==> src/rtl/adcSeqPkg.sv <==
`timescale 1ns/1ps
package adcSeqPkg;
  typedef enum logic [1:0] {
    MODE_SINGLE = 2'd0,
    MODE_WINDOW = 2'd1,
    MODE_INTEG  = 2'd2,
    MODE_OVER   = 2'd3
  } smpMode_e;

  // Strobes from the sequencer into the accumulator datapath.
  typedef struct packed {
    logic clrAcc;
    logic addSample;
    logic latchOut;
  } seqStrobe_t;
endpackage

==> src/rtl/adcSeqCtrl.sv <==
`timescale 1ns/1ps
module adcSeqCtrl import adcSeqPkg::*; #(
  parameter int CNT_W  = 16,
  parameter int SAMC_W = 5
) (
  input  logic              clk,
  input  logic              rstN,
  input  logic              halfTadTick,
  input  logic              trg1,
  input  logic              trg2,
  input  logic [1:0]        cfgMode,
  input  logic [1:0]        cfgAccNum,
  input  logic              cfgTrg1Pol,
  input  logic [SAMC_W-1:0] cfgSamc,
  input  logic              cfgIrqSel,
  input  logic              cfgEarlyEn,
  input  logic [CNT_W-1:0]  cfgCount,
  input  logic              convDone,
  output seqStrobe_t        strb,
  output logic              convReq,
  output logic              irq,
  output logic              dataValid,
  output logic              busy,
  output logic              done
);
  localparam int TICK_W = SAMC_W + 1;

  typedef enum logic [1:0] {S_IDLE, S_SAMPLE, S_CONV, S_WAIT} seqState_e;

  seqState_e         state;
  logic              trg1Q, trg2Q;
  logic [TICK_W-1:0] tickCnt;
  logic [CNT_W-1:0]  convCnt;
  logic [CNT_W-1:0]  target;
  logic              trg1Act, trg1Edge, trg2Edge, startEv, lastConv, earlyUsed;
  smpMode_e          mode;

  assign mode      = smpMode_e'(cfgMode);
  assign trg1Act   = trg1 ^ cfgTrg1Pol;
  assign trg1Edge  = trg1Act & ~(trg1Q ^ cfgTrg1Pol);
  assign trg2Edge  = trg2 & ~trg2Q;
  assign startEv   = (state == S_IDLE) & ((mode == MODE_WINDOW) ? trg2Edge : trg1Edge);
  assign earlyUsed = (mode == MODE_SINGLE) & cfgEarlyEn;
  assign busy      = (state != S_IDLE);

  always_comb begin
    case (mode)
      MODE_SINGLE: target = CNT_W'(1);
      MODE_OVER:   target = CNT_W'(1) << (4'd2 + {1'b0, cfgAccNum, 1'b0});
      default:     target = cfgCount;
    endcase
  end

  assign lastConv = (({1'b0, convCnt} + (CNT_W+1)'(1)) >= {1'b0, target});

  assign strb.clrAcc    = startEv;
  assign strb.addSample = (state == S_CONV) & convDone & ((mode != MODE_WINDOW) | trg1Act);
  assign strb.latchOut  = (state == S_CONV) & convDone & lastConv;

  always_ff @(posedge clk or negedge rstN) begin
    if (!rstN) begin
      state     <= S_IDLE;
      trg1Q     <= 1'b0;
      trg2Q     <= 1'b0;
      tickCnt   <= '0;
      convCnt   <= '0;
      convReq   <= 1'b0;
      irq       <= 1'b0;
      dataValid <= 1'b0;
      done      <= 1'b0;
    end else begin
      trg1Q     <= trg1;
      trg2Q     <= trg2;
      convReq   <= 1'b0;
      irq       <= 1'b0;
      dataValid <= 1'b0;
      case (state)
        S_IDLE: if (startEv) begin
          state   <= S_SAMPLE;
          tickCnt <= '0;
          convCnt <= '0;
          done    <= 1'b0;
          irq     <= earlyUsed;
        end
        S_SAMPLE: if (halfTadTick) begin
          if (tickCnt == {cfgSamc, 1'b0}) begin
            state   <= S_CONV;
            convReq <= 1'b1;
          end else begin
            tickCnt <= tickCnt + 1'b1;
          end
        end
        S_CONV: if (convDone) begin
          convCnt <= convCnt + 1'b1;
          irq     <= ~earlyUsed & (lastConv | ~cfgIrqSel);
          if (lastConv) begin
            state     <= S_IDLE;
            dataValid <= 1'b1;
            done      <= 1'b1;
          end else begin
            state <= S_WAIT;
          end
        end
        default: if (trg2Edge) begin
          state   <= S_SAMPLE;
          tickCnt <= '0;
        end
      endcase
    end
  end
endmodule

==> src/rtl/adcSeqData.sv <==
`timescale 1ns/1ps
module adcSeqData import adcSeqPkg::*; #(
  parameter int RES_W = 12,
  parameter int ACC_W = 28,
  parameter int OUT_W = 32
) (
  input  logic             clk,
  input  logic             rstN,
  input  seqStrobe_t       strb,
  input  logic [RES_W-1:0] convData,
  input  logic [1:0]       cfgMode,
  input  logic [1:0]       cfgAccNum,
  input  logic             cfgDiff,
  input  logic             cfgFrac,
  output logic [OUT_W-1:0] dataOut
);
  localparam int SH_W  = $clog2(OUT_W + 1);
  localparam int EXT_W = OUT_W - ACC_W;

  logic [ACC_W-1:0] acc, sampleExt, sumNow, shifted;
  logic [OUT_W-1:0] widened, formatted;
  logic [SH_W-1:0]  natW, leftSh;
  logic [2:0]       decShift;
  smpMode_e         mode;

  assign mode      = smpMode_e'(cfgMode);
  assign sampleExt = cfgDiff ? {{(ACC_W-RES_W){convData[RES_W-1]}}, convData}
                             : {{(ACC_W-RES_W){1'b0}}, convData};
  assign sumNow    = strb.addSample ? acc + sampleExt : acc;
  assign decShift  = (mode == MODE_OVER) ? ({1'b0, cfgAccNum} + 3'd1) : 3'd0;

  always_comb begin
    if (cfgDiff) shifted = ACC_W'($signed(sumNow) >>> decShift);
    else         shifted = sumNow >> decShift;
  end

  always_comb begin
    case (mode)
      MODE_SINGLE: natW = SH_W'(RES_W);
      MODE_OVER:   natW = SH_W'(RES_W + 1) + SH_W'(cfgAccNum);
      default:     natW = SH_W'(ACC_W);
    endcase
  end

  assign leftSh    = SH_W'(OUT_W) - natW;
  assign widened   = {{EXT_W{cfgDiff & shifted[ACC_W-1]}}, shifted};
  assign formatted = cfgFrac ? (widened << leftSh) : widened;

  always_ff @(posedge clk or negedge rstN) begin
    if (!rstN) begin
      acc     <= '0;
      dataOut <= '0;
    end else begin
      if (strb.clrAcc)         acc <= '0;
      else if (strb.addSample) acc <= sumNow;
      if (strb.latchOut)       dataOut <= formatted;
    end
  end
endmodule

==> src/rtl/adcChanSeq.sv <==
`timescale 1ns/1ps
module adcChanSeq import adcSeqPkg::*; #(
  parameter int RES_W  = 12,
  parameter int CNT_W  = 16,
  parameter int SAMC_W = 5,
  parameter int OUT_W  = 32
) (
  input  logic              clk,
  input  logic              rstN,
  input  logic              halfTadTick,
  input  logic              trg1,
  input  logic              trg2,
  input  logic [1:0]        cfgMode,
  input  logic [1:0]        cfgAccNum,
  input  logic              cfgTrg1Pol,
  input  logic [SAMC_W-1:0] cfgSamc,
  input  logic              cfgIrqSel,
  input  logic              cfgEarlyEn,
  input  logic              cfgDiff,
  input  logic              cfgFrac,
  input  logic [CNT_W-1:0]  cfgCount,
  input  logic              convDone,
  input  logic [RES_W-1:0]  convData,
  output logic              convReq,
  output logic [OUT_W-1:0]  dataOut,
  output logic              dataValid,
  output logic              irq,
  output logic              busy,
  output logic              done
);
  localparam int ACC_W = RES_W + CNT_W;

  seqStrobe_t strb;

  adcSeqCtrl #(.CNT_W(CNT_W), .SAMC_W(SAMC_W)) uCtrl (
    .clk(clk), .rstN(rstN), .halfTadTick(halfTadTick), .trg1(trg1), .trg2(trg2),
    .cfgMode(cfgMode), .cfgAccNum(cfgAccNum), .cfgTrg1Pol(cfgTrg1Pol), .cfgSamc(cfgSamc),
    .cfgIrqSel(cfgIrqSel), .cfgEarlyEn(cfgEarlyEn), .cfgCount(cfgCount), .convDone(convDone),
    .strb(strb), .convReq(convReq), .irq(irq), .dataValid(dataValid), .busy(busy), .done(done)
  );

  adcSeqData #(.RES_W(RES_W), .ACC_W(ACC_W), .OUT_W(OUT_W)) uData (
    .clk(clk), .rstN(rstN), .strb(strb), .convData(convData), .cfgMode(cfgMode),
    .cfgAccNum(cfgAccNum), .cfgDiff(cfgDiff), .cfgFrac(cfgFrac), .dataOut(dataOut)
  );
endmodule

==> config.mk <==
export PLATFORM = sky130hd
export DESIGN_NAME = adcChanSeq
export DESIGN_NICKNAME = d
export VERILOG_FILES = /design/src/rtl/adcSeqPkg.sv /design/src/rtl/adcSeqCtrl.sv /design/src/rtl/adcSeqData.sv /design/src/rtl/adcChanSeq.sv
export SDC_FILE = /design/constraint.sdc
export NUM_CORES = 1
export LEC_CHECK = 0
export ABC_CLOCK_PERIOD_IN_PS = 7400
export BUFFER_PORTS_ARGS = -buffer_cell sky130_fd_sc_hd__buf_4
export CORE_MARGIN = 10
export CORE_UTILIZATION = 50
export DETAILED_ROUTE_END_ITERATION = 10
export PLACE_DENSITY = 0.77
export SLEW_MARGIN = 20
export SYNTH_ARGS = -nofsm -noshare
export SYNTH_HDL_FRONTEND = slang
export SYNTH_SLANG_ARGS = --single-unit
==> constraint.sdc <==
create_clock -name clk -period 7.4 [get_ports clk]
set_input_delay 1.48 -clock clk [delete_from_list [all_inputs] [get_ports clk]]
set_output_delay 1.48 -clock clk [all_outputs]
set_load 0.01 [all_outputs]
# Word-level counts from Yosys, hierarchy flattened
# Index checks and enable logic that the tools add are counted.
# classes
n_addsub	8
multipliers	0
div_mod_pow	0
order_cmp	1
eq_ne	12
shift	4
n_mux	38
bitwise	18
reduce_logical	11
# ops
op	n
$mux W28	5
$pmux W16 S2	2
$mux W16	2
$mux W32	1
$shl A32 B6 Y32	1
$add A28 B28 Y28	1
$shr A28 B3 Y28	1
$sshr A28 B3 Y28	1
$mux W6	4
$pmux W6 S3	1
$add A16 B1 Y17 const B	1
$ge A17 B16 Y1	1
$add A16 B1 Y16 const B	1
$shl A1 B4 Y16 const A	1
$mux W1	12
$mux W2	6
$pmux W6 S2	1
$reduce_and A5 Y1	2
$and A1 B1 Y1	9
$ne A2 B1 Y1 const B	4
$add A6 B1 Y6 const B	1
$eq A6 B6 Y1	1
$ne A2 B2 Y1 const B	3
$pmux W2 S3	1
17 further kinds	29
# word_totals
ff_bits	90
latchBits	0
mem_bits_rw	0
mem_bits_ro	0
input_bits	48
output_inout_bits	37
word_cells	103
mem_count	0

# Logic depth before layout (Yosys ltp)
# Gate-level depths: netlist (run 1).
# logic_depth
depth_word	9
mapped_depth	21
depth_no_buf	19

# Hierarchy
# Synthesis (run 1) repeated with hierarchy kept, for this count alone.
# hier_totals
cells_unflattened	1524
hier_area_um2	11498.5
# modules_own_cells
module	n_inst	cells_per_inst	area_per_inst_um2	seq_area_each_um2
adcSeqData	1	1234	9118.7	1501.4
adcSeqCtrl	1	290	2379.8	750.7

# Least setup slack after synthesis (run 1)
# OpenSTA, ideal clock, no wires.
# synth_path
kind	input-to-reg
start	input port cfgAccNum[0]
end	register uData.dataOut[29]
setup_ns	0.110
t_arrival_ns	5.744
required_time_ns	7.290
path_slack_ns	1.546
cell_stages	18
n_path_buf	8
cell_sequence	clkbuf_1 -> inv_1 -> ha_1 -> and2_0 -> clkinv_1 -> clkbuf_1 -> clkbuf_1 -> clkbuf_1 -> ha_1 -> ha_1 -> clkbuf_1 -> inv_1 -> clkbuf_1 -> clkbuf_1 -> clkbuf_1 -> o211ai_1 -> a22o_1 -> o41ai_1
# synth_between
elab_chain_len	7
elab_cells_between_ends	16
classes_between	add/sub: 4; order compare: 1; shift: 4; mux: 5; bitwise: 2
# synth_lines
element	line	source
start: declaration	adcChanSeq.sv:14	input logic [1:0] cfgAccNum,
parallel branches: the longest is 7 deep, another holds $sub A6 B6 Y6	-	
end signal: assignment	adcSeqData.sv:56	if (strb.latchOut) dataOut <= formatted;
end: declaration	adcSeqData.sv:15	output logic [OUT_W-1:0] dataOut
# Parallel ways; which one is timed is not known.
# A chain may end at the register's enable or synchronous reset.

# Worst setup path in the final report (run 1)
# layout_path
start	input port cfgDiff
end	register uData.dataOut[31]
# layout_between
elab_chain_len	8
elab_cells_between_ends	9
classes_between	add/sub: 1; shift: 3; mux: 4; bitwise: 1
# layout_lines
element	line	source
start: declaration	adcChanSeq.sv:19	input logic cfgDiff,
$mux W28	adcSeqData.sv:27	assign sampleExt = cfgDiff ? {{(ACC_W-RES_W){convData[RES_W-1]}}, convData}
$add A28 B28 Y28	adcSeqData.sv:29	assign sumNow = strb.addSample ? acc + sampleExt : acc;
$mux W28	adcSeqData.sv:29	
$shr A28 B3 Y28 or $sshr A28 B3 Y28 (tied branches)	adcSeqData.sv:34, adcSeqData.sv:33	
$mux W28	adcSeqData.sv:33	if (cfgDiff) shifted = ACC_W'($signed(sumNow) >>> decShift);
$and A1 B1 Y1	adcSeqData.sv:46	assign widened = {{EXT_W{cfgDiff & shifted[ACC_W-1]}}, shifted};
$shl A32 B6 Y32	adcSeqData.sv:47	assign formatted = cfgFrac ? (widened << leftSh) : widened;
$mux W32 (*)	adcSeqData.sv:47	
# Mark *: on every way between the ends. The rest lies on a longest branch, timed or not.

==> results of run 1 <==
power groups by stage:
stage	logic (W)	clock network, W	registers (W)
2_1_floorplan	0.00152	0	0.000670
3_3_place_gp	0.00207	0	0.000771
3_5_place_dp	0.00208	0	0.000773
4_1_cts	0.00209	0.000532	0.000764
5_1_grt	0.00232	0.000551	0.000786
6_report	0.00218	0.000532	0.000773
area by class of cell:
type,count,share of cell area (%)
Sequential cell,90,18.5
Clock inverter,7,0.781
Clock buffer,9,1.85
Timing Repair Buffer,111,6.84
Inverter,35,1.08
Tap cell,280,2.88
Multi-Input combinational cell,1248,68.1
sequential cells by signal (all words and copies together) (netlist names):
register and flops:
uCtrl.trg1Q 1, uCtrl.done 1, uCtrl.dataValid 1, uCtrl.trg2Q 1
uData.dataOut 32, uCtrl.convCnt 16, uCtrl.convReq 1, uCtrl.irq 1
uCtrl.tickCnt 6, uData.acc 28, uCtrl.state 2
placed cells by master, fill, tap and decap left out, types with 31 or more instances in the layout:
| master | netlist | final |
|---|---|---|
| nor3_1 | 44 | 44 |
| o21ai_0 | 88 | 88 |
| nor2_1 | 161 | 160 |
| buf_4 | 2 | 111 |
| o211ai_1 | 31 | 31 |
| inv_1 | 33 | 33 |
| a21oi_1 | 91 | 90 |
| nand2_1 | 153 | 152 |
| ha_1 | 46 | 46 |
| nand3_1 | 62 | 62 |
| dfrtp_1 | 90 | 90 |
final timing paths:
path	depth (start not counted)	slack (ns)	from	end
min in group asynchronous	1	1.10	rstN	uCtrl.convCnt[11]
hold / removal	2	0.50	uData.dataOut[0]	uData.dataOut[0]
setup / recovery	12	1.58	cfgDiff	uData.dataOut[31]
hold reg to reg	2	0.50	uData.dataOut[0]	uData.dataOut[0]
setup reg to reg	14	2.25	uCtrl.state[0]	uData.dataOut[10]
max in group asynchronous	2	5.23	rstN	uData.dataOut[11]
per-layer routing:
layer  vias up  global-route usage (%)  wire length (um)
met2       814                    44.5             19300
met1      6037                    41.0             18700
met3       141                    7.74              5250
li1       5688                       -                 -
met5         -                       0                 0
met4         0                    11.0              1730
cell families after synthesis:
group           count (synthesis)
compound gates                530
simple gates                  569
fa+ha+maj                      48
xor+xnor                       37
mux                            64
flops                          90
buf+inv                       147
stage by stage:
stage          utilization [%]  setup WS [ns]  power [W]
6_report                  55.8           1.58    0.00348
5_1_grt                   55.8           1.44    0.00365
4_1_cts                   55.8           1.85    0.00339
3_5_place_dp              54.3           1.46    0.00285
3_3_place_gp              54.3           1.52    0.00284
2_1_floorplan                -           1.55    0.00219
worst register-to-register path, delay by kind of cell, from the launching register on:
kind            cells  cell delay, ns
simple gates        3            1.25
compound gates      8            2.46
fa+ha+maj           1            0.46
buf+inv             2            0.52
flops               1            0.40
==> results.md, run 1 <==
- Status: completed
- Slowest cell on crit path: o31ai_1
- DIE HEIGHT: about 170 um
- Total GRT Usage: between 20% and 30%
- Final hold slack: 0.496 ns
- Std-Cell Rows: 54
- Nets: 1590
- Critical path's largest stage delay: roughly 0.94 ns
- Maximum fanout along the worst path: 24
- Most frequent cell after synthesis: nor2_1
- Max clock buf depth: 2
- Ranking of synthesized cells by area: dfrtp_1, nor2_1, ha_1, nand2_1, a21oi_1
- Reg area: around 0.0023 sq mm
- Setup TNS Final: 0 ns
- Worst-path cell chain: buf_4, nand2_2, nor4_1, o22ai_1, a31oi_1, mux2i_1, xnor2_2, o21ai_0, o31ai_1, o21ai_0, a221oi_1, o22ai_1
- Startpoint types: input pin
- Avg Cell Area, Syn: 7.48 sq um
- Int Pwr: 0.00161 W
- Final Setup Violations: 0
- Antenna cells: 0
- TritonCTS Buffers: 9
- CORE AREA: around 0.022 sq mm
- XOR/XNOR Fraction of Synth Area: 3.22%
- Vias in the first global route: 11600
- Port Buffer Count: between 80 and 90
- Mapped Area: ~0.011 sq mm
- Worst-Skew Late Latency: 0.37 ns
- Drt wl/cell: 25.3 um
- Final Non-Filler Cells: 1780
- # fillers: between 2000 and 2500
- Post-synth net total: 1580
- Routed Antenna Nets: 0
- Leak pwr: approximately 5.1 nW
- Post-route design area: 0.0122 sq mm
- Crit path kind: input pin to flop
- Initial core utilization: between 50 and 60%
- Buf+Inv Stages, Crit Path: 1
- Share of cells above drive strength 1: about 14%
- Synth unique cells: roughly 100
- Drt total wl: 45000 um
- Hpwl dp: 34400 um
- Period Utilization, post-route: 78.6%
- Crit end category: flop
- Adder-cell share of the synthesized area: under 10%
- Sink Count: 90
- Die W: between 150 and 200 um
- Main combinational cell family by area after synthesis: compound AO/OA/AOI/OAI gates
- CP delay by family, top: compound AO/OA/AOI/OAI gates
- Worst-margin pin slew: 1.14 ns
- Worst slew margin: 23.5%
- Comb power frac: between 60% and 70%
- Gate count after technology mapping: 1485
- Sw Share: 53.7%
- Yosys warns: 0
- Drt pass-1 iters: 6
- Power per Cell Area: 286 mW/mm^2
- Post-synthesis compound-gate area fraction: around a third
- Unrepaired setup endpoints after global routing: no
- Most instantiated cells after synthesis: nor2_1, nand2_1, a21oi_1
- Min cycle time layout: roughly 5.8 ns
- Vias: 12700
- Multi-input logic area: 0.00829 sq mm
- Maximum vdd drop: 0.177 mV
- PostCTS Resize Cnt: 0
- Reg power frac: 22.2%
- First-pass GRT wire length: 68500 um
- Area leader, netlist: dfrtp_1
- Fmax: between 150 and 200 MHz
- DP Cell Count: 1764
- CTS root buf: clkbuf_16
- CTS tree: yes
- Post-DP Area: 0.0119 sq mm
- GPL Wtd Cong: 1.08
- Max Cap Viol: 0
- Clock-pin slew on the worst setup and hold paths: 0.08 ns
- Worst EP required: 7.64 ns
- GRT Residual Overflow: 0
- Worst Hold Class: flop to flop
- EDFF count, synth: 0
- Register area share after synthesis: 20.3%
- Clock network power share: between 15 and 20%
- Antenna violations before repair: 1
- Synthesized flop and latch total: 90
- Die ar.: 0.0286 sq mm
- Postcts setup bufs: 0
- Data arrival at the endpoint of the critical path: 6.06 ns
- Final Hold Vio Count: 0
- Initial DRC count: 2091
- Post-CTS Hold Buffers: 0
- Clock Skew: 0.0222 ns
- H-Tree Depth: 3
- Final Max Slew Viols: 0
- Async S/R FF share, synth: 100%
- Area growth from synthesis to layout: 9.64%
- Share of the synthesized area in the top cell type: 20.3%
- Synth Flop Type: dfrtp_1
- Drt drc: 0
- Post-synthesis mux area share: 7.48%
- Largest net degree at the start of global routing: 49
- NetSw: approximately 0.0019 W
- Simple-Gate Fraction of Synth Area: between 20% and 30%
- DR vias/cell: 7.12
- I/O pin total: 85
No activity file was read; power rests on OpenSTA's default activity.
==> run 2, diff against run 1 <==
--- a/config.mk
+++ b/config.mk
@@ -5,12 +5,13 @@
 export SDC_FILE = /design/constraint.sdc
 export NUM_CORES = 1
 export LEC_CHECK = 0
-export ABC_CLOCK_PERIOD_IN_PS = 7400
+export ABC_AREA = 1
+export ABC_CLOCK_PERIOD_IN_PS = 5800
 export BUFFER_PORTS_ARGS = -buffer_cell sky130_fd_sc_hd__buf_4
 export CORE_MARGIN = 10
 export CORE_UTILIZATION = 50
 export DETAILED_ROUTE_END_ITERATION = 10
-export PLACE_DENSITY = 0.77
+export PLACE_DENSITY = 0.78
 export SLEW_MARGIN = 20
 export SYNTH_ARGS = -nofsm -noshare
 export SYNTH_HDL_FRONTEND = slang
==> constraint.sdc (replaced) <==
create_clock -name clk -period 5.8 [get_ports clk]
set_input_delay 1.16 -clock clk [delete_from_list [all_inputs] [get_ports clk]]
set_output_delay 1.16 -clock clk [all_outputs]
set_load 0.01 [all_outputs]
==> run 2 against run 1 <==
Against the previous run: register-to-register slack lost 0.81 ns; critical path depth grew 8; cell count grew 12%; largest power group unchanged; highest routed layer unchanged.
==> results.md, run 2 <==
- Status: completed
- Max FFs per register: 32
- Postcts setup bufs: 0
- CTS tree: yes
- Register area share after synthesis: 22.3%
- Slowest cell on crit path: ha_1
- Worst Hold Class: flop to flop
- Std-Cell Rows: 51
- Final Setup Violations: 0
- Antenna cells: 0
- Commonest non-fill, non-tap cells in the layout: nand2_1, nand3_1, inv_1, nor2_1, buf_4
- Drt drc: 0
- Clock Skew: 0.0170 ns
- GRT busiest layer: met2
- Yosys warns: 0
- Port Buffer Count: 84
- Ranking of synthesized cells by area: dfrtp_1, nand3_1, nand2_1, inv_1, ha_1
- Antenna violations before repair: 0
- Leading registers by flop count: uData.dataOut: 32 flops, uData.acc: 28 flops, uCtrl.convCnt: 16 flops
- Final total power: around 0.0044 W
- Data arrival at the endpoint of the critical path: 5.00 ns
- Drt total wl: 31700 um
- Final Non-Filler Cells: 1988
- Most frequent CP cell: nor2_1
- Worst slew margin: 34.6%
- Setup TNS Final: 0 ns
- Share of the synthesized area in the top cell type: 22.3%
- Maximum fanout along the worst path: 23
- Buf+Inv Stages, Crit Path: 6
- Avg Cell Area, Syn: about 6.0 sq um
- DIE HEIGHT: 162 um
- Fmax: between 200 and 250 MHz
- Clock-pin slew on the worst setup and hold paths: 0.07 ns
- Synthesized flop and latch total: 90
- Worst-path cell chain: buf_4, inv_1, ha_1, nor2_1, o21ai_0, inv_1, nor2_1, ha_1, or4_1, a31oi_1, nor2_1, o21ai_0, nand2_1, o311ai_1, nand2_1, buf_4, inv_2, buf_4, nor2_1, a31oi_1
- Most instantiated cells after synthesis: nand2_1, nand3_1, inv_1
- TritonCTS Buffers: 9
- Period Utilization, post-route: 81.4%
- Die ar.: 0.0263 sq mm
- DP Cell Count: 1972
- H-Tree Depth: 3
- Share of cells above drive strength 1: 12.2%
- M1 GR Usage: 29.9%
- Worst-margin pin slew: ~0.98 ns
- Maximum vdd drop: 0.198 mV
- Mapped Area: 0.0101 sq mm
- Gate count after technology mapping: ~1700
- Drt pass-1 iters: 6
- Hpwl dp: 24800 um
- Final Hold Vio Count: 0
- Crit path kind: input pin to flop
- Commonest non-fill, non-tap cell in the layout: nand2_1
- M3 GR Usage: 3.72%
- GPL Wtd Cong: 1.00
- First-pass GRT wire length: 52200 um
- Synth Flop Type: dfrtp_1
- DR vias/cell: 5.69
- Final Max Slew Viols: 0
- # fillers: just over 2000
- Area leader, netlist: dfrtp_1
- Post-route design area: 0.0111 sq mm
- Routed Antenna Nets: 0
- Async S/R FF share, synth: 100%
- Initial core utilization: 51.4%
- Total GRT Usage: 23.8%
- Power per Cell Area: 396 mW/mm^2
- Top reg by flops: uData.dataOut
- Largest net degree at the start of global routing: 85
- Initial DRC count: 990
- Synth unique cells: 48
- Leak pwr: between 5 and 6 nW
- Post-DP Area: about 0.011 sq mm
- Area growth from synthesis to layout: 10.4%
- Vias in the first global route: roughly 11000
- Drt wl/cell: 16.0 um
- M2 GR Usage: 40.0%
- GRT Residual Overflow: 0
- Crit end category: flop
- Critical path's largest stage delay: between 0.5 and 0.6 ns
- Nets: 1813
- CORE AREA: 0.0197 sq mm
- Min cycle time layout: 4.72 ns
- EDFF count, synth: 0
- Die W: 162 um
- Vias: about 11000
- Final setup margin: 1.08 ns
- Sink Count: 90
- Worst-Skew Late Latency: 0.37 ns
- Most frequent cell after synthesis: nand2_1
- Max clock buf depth: 2
- Post-synth net total: 1775
- Worst EP required: 6.08 ns
- Unrepaired setup endpoints after global routing: no
- Max Cap Viol: 0
- CTS root buf: clkbuf_16
- PostCTS Resize Cnt: 0
- Post-CTS Hold Buffers: 0
- Startpoint types: input pin
- CP delay by family, top: simple AND/OR/NAND/NOR gates
- Pre-CTS worst setup slack: about 0.79 ns
- I/O pin total: 85
[run 2: changes by cell type after synthesis, moves of 25 or more]
cell,previous run,this run
clkbuf_1,79,27
inv_1,33,172
mux2i_1,30,1
nand2_1,153,471
nand3_1,62,366
nand3_2,0,33
nor2_1,161,128
nor3_1,44,13
o211ai_1,31,6
o21ai_0,88,53
[run 2: area by class of cell]
class,count,area [sq um],area share (%)
Multi-Input combinational cell,1330,6800,61.0
Sequential cell,90,2250,20.2
Timing Repair Buffer,102,769,6.90
Inverter,185,694,6.23
Tap cell,265,332,2.97
Clock buffer,9,225,2.02
Clock inverter,7,72.6,0.651
[run 2: power breakdown]
group / switching [W] / internal [W] / total [W]
Combinational: 0.00183 / 0.000969 / 0.00280
Sequential: 0.000158 / 0.000850 / 0.00101
Clock: 0.000306 / 0.000304 / 0.000610
[run 2: final timing paths]
| check | start | to | slack (ns) | cells past startpoint |
|---|---|---|---|---|
| worst min-delay path | uData.dataOut[16] | uData.dataOut[16] | 0.48 | 2 |
| min in group asynchronous | rstN | uData.acc[24] | 0.58 | 1 |
| worst max-delay path | cfgMode[0] | uData.dataOut[15] | 1.08 | 20 |
| worst min register to register | uData.dataOut[16] | uData.dataOut[16] | 0.48 | 2 |
| worst max register to register | uCtrl.convCnt[0] | uData.dataOut[15] | 1.44 | 24 |
| max in group asynchronous | rstN | uData.dataOut[8] | 4.20 | 2 |
[run 2: logic make-up (layout without fill, tap and decap cells)]
kind of cell / count (synthesis) / after routing / synth area share [%]
compound gates: 183 / 183 / 10.4
simple gates: 1082 / 1082 / 49.3
flops: 90 / 90 / 22.3
xor+xnor: 17 / 17 / 1.47
buf+inv: 260 / 303 / 10.5
fa+ha+maj: 47 / 47 / 5.90
mux: 1 / 1 / 0.0991
[run 2: metrics by stage]
stage	util (%)	hold slack [ns]
6_report	56.7	0.484
5_1_grt	56.7	0.527
4_1_cts	56.7	0.492
3_5_place_dp	55.2	0.474
3_3_place_gp	55.2	0.472
2_1_floorplan	-	0.489
[run 2: tightest hold or removal path: stages (launching register included)]
cell,delay (ns)
dfrtp_1,0.35
nand2_1,0.05
nand2_1,0.06
[run 2: routing by layer]
layer / up-vias / share of wire, %
met5: - / 0
met4: 0 / 3.4
met3: 66 / 6.0
met2: 382 / 47
met1: 5220 / 43
li1: 5645 / -
